### config.mk
export PLATFORM = sky130hd
export DESIGN_NAME = lrsc_monitor
export DESIGN_NICKNAME = d
export VERILOG_FILES = /design/src/rtl/lrsc_pkg.sv /design/src/rtl/lrsc_decode.sv /design/src/rtl/lrsc_resv.sv /design/src/rtl/lrsc_resp.sv /design/src/rtl/lrsc_monitor.sv
export SDC_FILE = /design/constraint.sdc
export NUM_CORES = 1
export LEC_CHECK = 0
export BUFFER_PORTS_ARGS = -buffer_cell sky130_fd_sc_hd__buf_4
export CORE_MARGIN = 4
export CORE_UTILIZATION = 35
export CTS_BUF_LIST = sky130_fd_sc_hd__clkbuf_4 sky130_fd_sc_hd__clkbuf_8
export DETAILED_ROUTE_END_ITERATION = 8
export PLACE_DENSITY = 0.78
export SYNTH_ARGS = -nofsm -noshare
export SYNTH_HDL_FRONTEND = slang
export SYNTH_SLANG_ARGS = --single-unit
### constraint.sdc
create_clock -name clk -period 1.4 [get_ports clk]
set_input_delay 0.07 -clock clk [delete_from_list [all_inputs] [get_ports clk]]
set_output_delay 0.07 -clock clk [all_outputs]
set_load 0.02 [all_outputs]
### src/rtl/lrsc_pkg.sv
package lrsc_pkg;

  typedef enum logic {
    KIND_LOAD  = 1'b0,
    KIND_STORE = 1'b1
  } lrsc_kind_e;

  typedef struct packed {
    logic       valid;
    logic       misalign;
    lrsc_kind_e kind;
    logic       sc_ok;
  } lrsc_rsp_t;

endpackage

### src/rtl/lrsc_decode.sv
module lrsc_decode #(
  parameter int OFS_W = 2
) (
  input  logic             req_valid,
  input  logic             req_is_sc,
  input  logic [OFS_W-1:0] req_ofs,
  output logic             lr_go,
  output logic             sc_go,
  output logic             misalign
);

  logic aligned;

  always_comb begin
    aligned  = (req_ofs == '0);
    misalign = req_valid && !aligned;
    lr_go    = req_valid && aligned && !req_is_sc;
    sc_go    = req_valid && aligned && req_is_sc;
  end

endmodule

### src/rtl/lrsc_resv.sv
module lrsc_resv #(
  parameter int WORD_W = 30
) (
  input  logic              clk,
  input  logic              rst_n,
  input  logic              lr_go,
  input  logic              sc_go,
  input  logic [WORD_W-1:0] req_word,
  input  logic              snp_valid,
  input  logic [WORD_W-1:0] snp_word,
  output logic              sc_hit
);

  logic              held_q, held_d;
  logic [WORD_W-1:0] word_q, word_d;
  logic              snp_kill;
  logic              upd_en;

  always_comb begin
    snp_kill = held_q && snp_valid && (snp_word == word_q);
    sc_hit   = held_q && (req_word == word_q) && !snp_kill;
    held_d   = held_q;
    word_d   = word_q;
    if (lr_go) begin
      held_d = 1'b1;
      word_d = req_word;
    end else if (sc_go || snp_kill) begin
      held_d = 1'b0;
    end
    upd_en = lr_go || sc_go || snp_kill;
  end

  always_ff @(posedge clk or negedge rst_n) begin
    if (!rst_n) begin
      held_q <= 1'b0;
      word_q <= '0;
    end else if (upd_en) begin
      held_q <= held_d;
      word_q <= word_d;
    end
  end

endmodule

### src/rtl/lrsc_resp.sv
module lrsc_resp
  import lrsc_pkg::*;
#(
  parameter int              DATA_W    = 32,
  parameter logic [DATA_W-1:0] FAIL_CODE = 1
) (
  input  logic              clk,
  input  logic              rst_n,
  input  logic              req_valid,
  input  logic              misalign,
  input  logic              sc_go,
  input  logic              sc_hit,
  input  logic [DATA_W-1:0] mem_rdata,
  output logic              rsp_valid,
  output logic              rsp_misalign,
  output logic [DATA_W-1:0] rsp_data
);

  lrsc_rsp_t rsp_q, rsp_d;

  always_comb begin
    rsp_d.valid    = req_valid;
    rsp_d.misalign = misalign;
    rsp_d.kind     = sc_go ? KIND_STORE : KIND_LOAD;
    rsp_d.sc_ok    = sc_go && sc_hit;
  end

  always_ff @(posedge clk or negedge rst_n) begin
    if (!rst_n) begin
      rsp_q <= '0;
    end else begin
      rsp_q <= rsp_d;
    end
  end

  always_comb begin
    rsp_valid    = rsp_q.valid;
    rsp_misalign = rsp_q.valid && rsp_q.misalign;
    if (!rsp_q.valid || rsp_q.misalign) begin
      rsp_data = '0;
    end else if (rsp_q.kind == KIND_LOAD) begin
      rsp_data = mem_rdata;
    end else if (rsp_q.sc_ok) begin
      rsp_data = '0;
    end else begin
      rsp_data = FAIL_CODE;
    end
  end

endmodule

### src/rtl/lrsc_monitor.sv
module lrsc_monitor #(
  parameter int                ADDR_W    = 32,
  parameter int                DATA_W    = 32,
  parameter logic [DATA_W-1:0] FAIL_CODE = 1
) (
  input  logic              clk,
  input  logic              rst_n,
  input  logic              req_valid,
  input  logic              req_is_sc,
  input  logic [ADDR_W-1:0] req_addr,
  input  logic [DATA_W-1:0] req_wdata,
  input  logic              snp_valid,
  input  logic [ADDR_W-1:0] snp_addr,
  output logic              mem_rd_en,
  output logic              mem_wr_en,
  output logic [ADDR_W-1:0] mem_addr,
  output logic [DATA_W-1:0] mem_wdata,
  input  logic [DATA_W-1:0] mem_rdata,
  output logic              rsp_valid,
  output logic              rsp_misalign,
  output logic [DATA_W-1:0] rsp_data
);

  localparam int OFS_W  = $clog2(DATA_W / 8);
  localparam int WORD_W = ADDR_W - OFS_W;

  logic lr_go, sc_go, misalign, sc_hit;

  lrsc_decode #(.OFS_W(OFS_W)) u_decode (
    .req_valid (req_valid),
    .req_is_sc (req_is_sc),
    .req_ofs   (req_addr[OFS_W-1:0]),
    .lr_go     (lr_go),
    .sc_go     (sc_go),
    .misalign  (misalign)
  );

  lrsc_resv #(.WORD_W(WORD_W)) u_resv (
    .clk       (clk),
    .rst_n     (rst_n),
    .lr_go     (lr_go),
    .sc_go     (sc_go),
    .req_word  (req_addr[ADDR_W-1:OFS_W]),
    .snp_valid (snp_valid),
    .snp_word  (snp_addr[ADDR_W-1:OFS_W]),
    .sc_hit    (sc_hit)
  );

  lrsc_resp #(.DATA_W(DATA_W), .FAIL_CODE(FAIL_CODE)) u_resp (
    .clk          (clk),
    .rst_n        (rst_n),
    .req_valid    (req_valid),
    .misalign     (misalign),
    .sc_go        (sc_go),
    .sc_hit       (sc_hit),
    .mem_rdata    (mem_rdata),
    .rsp_valid    (rsp_valid),
    .rsp_misalign (rsp_misalign),
    .rsp_data     (rsp_data)
  );

  always_comb begin
    mem_rd_en = lr_go;
    mem_wr_en = sc_go && sc_hit;
    mem_addr  = req_addr;
    mem_wdata = req_wdata;
  end

endmodule

==> results.sh <==
export IMPL_status="complete, but fails checks"
export IMPL_failed_checks="negative setup slack"
export IMPL_path_cells="xor2_2 -> nor4_2 -> nand4_1 -> o41ai_4 -> nor4_4 -> buf_4"
export IMPL_ys_types=18
export IMPL_dpl_worst_slack_ns=-0.447
export IMPL_drt_pass1_iterations=4
export IMPL_antenna_found_initial=1
export IMPL_drive_gt1_share_pct=70.3
export IMPL_cp_required_ns=1.33
export IMPL_avgSynthCellArea_um2=10.2
export IMPL_core_area_mm2=0.00729
export IMPL_ios=233
export IMPL_cts_tree="yes"
export IMPL_synthXorXnorAreaFrac_pct=19.9
export IMPL_total_power_mw=3.92
export IMPL_r2r_setup_slack_ns=-0.31
export IMPL_max_slew_margin_rel_pct=69.2
export IMPL_syn_nets=392
export IMPL_synth_compound_area_share_pct=0.899
export IMPL_fin_crit_sh_pct=147
export IMPL_final_nets=536
export IMPL_die_w_um=94.9
export IMPL_clk_pin_slew_worst_paths_ns=0.08
export IMPL_cts_sink_count=35
export IMPL_fin_skew_ns=0.00612
export IMPL_final_cell_mix="buf_4, xnor2_1, buf_6, dfrtp_1, and2_4"
export IMPL_cts_path_max_buffers=2
export IMPL_ir_drop_uv=677
export IMPL_final_cell_count_no_fill=503
export IMPL_drt_iter0_drc=41
export IMPL_final_seq_area_um2=876
export IMPL_hold_class="in2reg"
export IMPL_tightest_slew_ns=0.461
export IMPL_cp_slowest_cell="dfrtp_1"
export IMPL_port_buffers=166
export IMPL_grt_util_all_layers_pct=22.0
export IMPL_insertedDiodeCount=0
export IMPL_synth_top_family_by_area="XOR/XNOR gates"
export IMPL_fp_row_count=31
export IMPL_fillerInstances=655
export IMPL_slew_viol_final=0
export IMPL_clockRootBuffer="clkbuf_8"
export IMPL_clk_latency_ns=0.28
export IMPL_synth_warnings=0
export IMPL_netlist_area_mm2=0.00264
export IMPL_synthCells=259
export IMPL_rsz0062_at_grt="true"
export IMPL_crit_fanout=2
export IMPL_viasPerCell=4.54
export IMPL_drcViolationCount=0
export IMPL_max_stage_delay_ns=0.41
export IMPL_drv_cap=0
export IMPL_startpoint_type="flip-flop"
export IMPL_p_leak_nw=2.04
export IMPL_setup_viol=34
export IMPL_critPathKind="reg2out"
export IMPL_min_period_ns=2.06
export IMPL_cp_end_kind="output port"
export IMPL_grt_pass1_vias=2597
export IMPL_htree_levels=2
export IMPL_start_util_pct=36.3
export IMPL_die_h_um=94.9
export IMPL_dieArea_mm2=0.00901
export IMPL_multiInputGateArea_mm2=0.00142
export IMPL_area_growth_synth_to_final_pct=59.7
export IMPL_yosys_mux_area_fraction_pct=13.2
export IMPL_final_common_cell="buf_4"
export IMPL_synth_seq_cells=35
export IMPL_hold_ws_ns=0.0120
export IMPL_grt_max_degree=36
export IMPL_synth_fa_ha_area_share_pct=0
export IMPL_final_util_pct=57.9
export IMPL_place_hpwl_um=8730
export IMPL_vias=2285
export IMPL_wl_per_cell_um=20.6
export IMPL_hold_viol=0
export IMPL_routed_wl_um=10400
export IMPL_grt_overflow_total=0
export IMPL_fmaxAchievable_mhz=485
export IMPL_postRouteAntennaNets=0
export IMPL_grt_first_pass_wirelength_um=14600
export IMPL_placed_cells=488
export IMPL_cellPowerDensity_mw_per_mm2=929
export IMPL_critPathArrivalTime_ns=1.99
export IMPL_gp_congestion=0.779
export IMPL_synth_simple_area_share_pct=13.8
export IMPL_numCtsBuffers=5
export IMPL_setup_ws_ns=-0.663
export IMPL_ys_seq_area_share_pct=33.1
==> where the power goes <==
| part | switching, mW | internal (mW) | total [mW] |
|---|---|---|---|
| sequential | 0.188 | 1.21 | 1.40 |
| clock | 0.376 | 0.448 | 0.824 |
| combinational | 0.702 | 0.996 | 1.70 |
==> critical path, delay by kind of cell (launching register included) <==
family / cells / cell delay, ns
AOI/OAI and AO/OA: 1 / 0.34
xor gates and xnor gates: 1 / 0.17
buffers and inverters: 1 / 0.18
DFF: 1 / 0.41
and+or+nand+nor: 3 / 0.61
==> cell type report <==
class | instances | share of cell area [%]
Timing Repair Buffer | 207 | 40.3
Clock inverter | 1 | 0.178
Multi-Input combinational cell | 154 | 33.5
Sequential cell | 35 | 20.7
Tap cell | 99 | 2.93
Clock buffer | 7 | 2.28
==> synth_stat cells <==
cell	number	area (um^2)
a211oi_1	1	7.51
and2_1	32	200
and3_1	1	6.26
buf_2	3	15.0
buf_4	64	480
clkbuf_1	3	11.3
dfrtp_1	35	876
mux2_2	30	338
mux2i_1	1	10.0
nand2_1	2	7.51
nand2b_1	1	6.26
nand4_1	11	68.8
nor2_1	5	18.8
nor2b_1	1	6.26
nor4_1	8	50.1
o41ai_2	1	16.3
xnor2_1	35	307
xor2_1	25	219
==> cells by family after synthesis <==
| kind of cell | count (synthesis) |
|---|---|
| buffers and inverters | 70 |
| AOI/OAI and AO/OA | 2 |
| xor gates and xnor gates | 60 |
| DFF | 35 |
| and+or+nand+nor | 61 |
| muxes | 31 |
==> per-layer routing <==
metal	GRT usage, %	wire length (um)	vias up
li1	-	-	1075
met1	22.1	3300	1076
met2	41.8	5740	114
met3	9.80	1170	18
met4	4.09	153	2
met5	0	13	-
==> what timing repair did <==
item,4_1_cts,5_1_grt
hold buffers,2,0
gates cloned,2,0
hold endpoints to repair,36,0
resized for setup,72,4
endpoints found under the setup margin,34,34
setup buffers,1,2
pin swaps,35,2
==> per-stage QoR <==
step,instance area [um^2],TNS (ns)
6_report,4220,-3.14
4_1_cts,4180,-4.09
2_1_floorplan,2670,-0.426
3_3_place_gp,3800,-1.02
3_5_place_dp,3800,-1.29
5_1_grt,4220,-5.77
==> flip-flops by register name (all words and copies together) (netlist names) <==
register,cells
u_resv.word_q,30
u_resp.rsp_q,3
u_resp.rsp_valid,1
u_resv.held_q,1
==> path summary, 6_finish.rpt <==
check / depth (start not counted) / to / start
min reg2reg: 1 / u_resv.word_q[4] / u_resv.word_q[4]
min: 2 / u_resv.held_q / req_is_sc
max: 6 / mem_wr_en / u_resv.word_q[26]
min in group asynchronous: 2 / u_resv.held_q / rst_n
max in group asynchronous: 2 / u_resv.word_q[28] / rst_n
max reg2reg: 5 / u_resv.held_q / u_resv.word_q[26]
No activity file was read; power rests on OpenSTA's default activity.
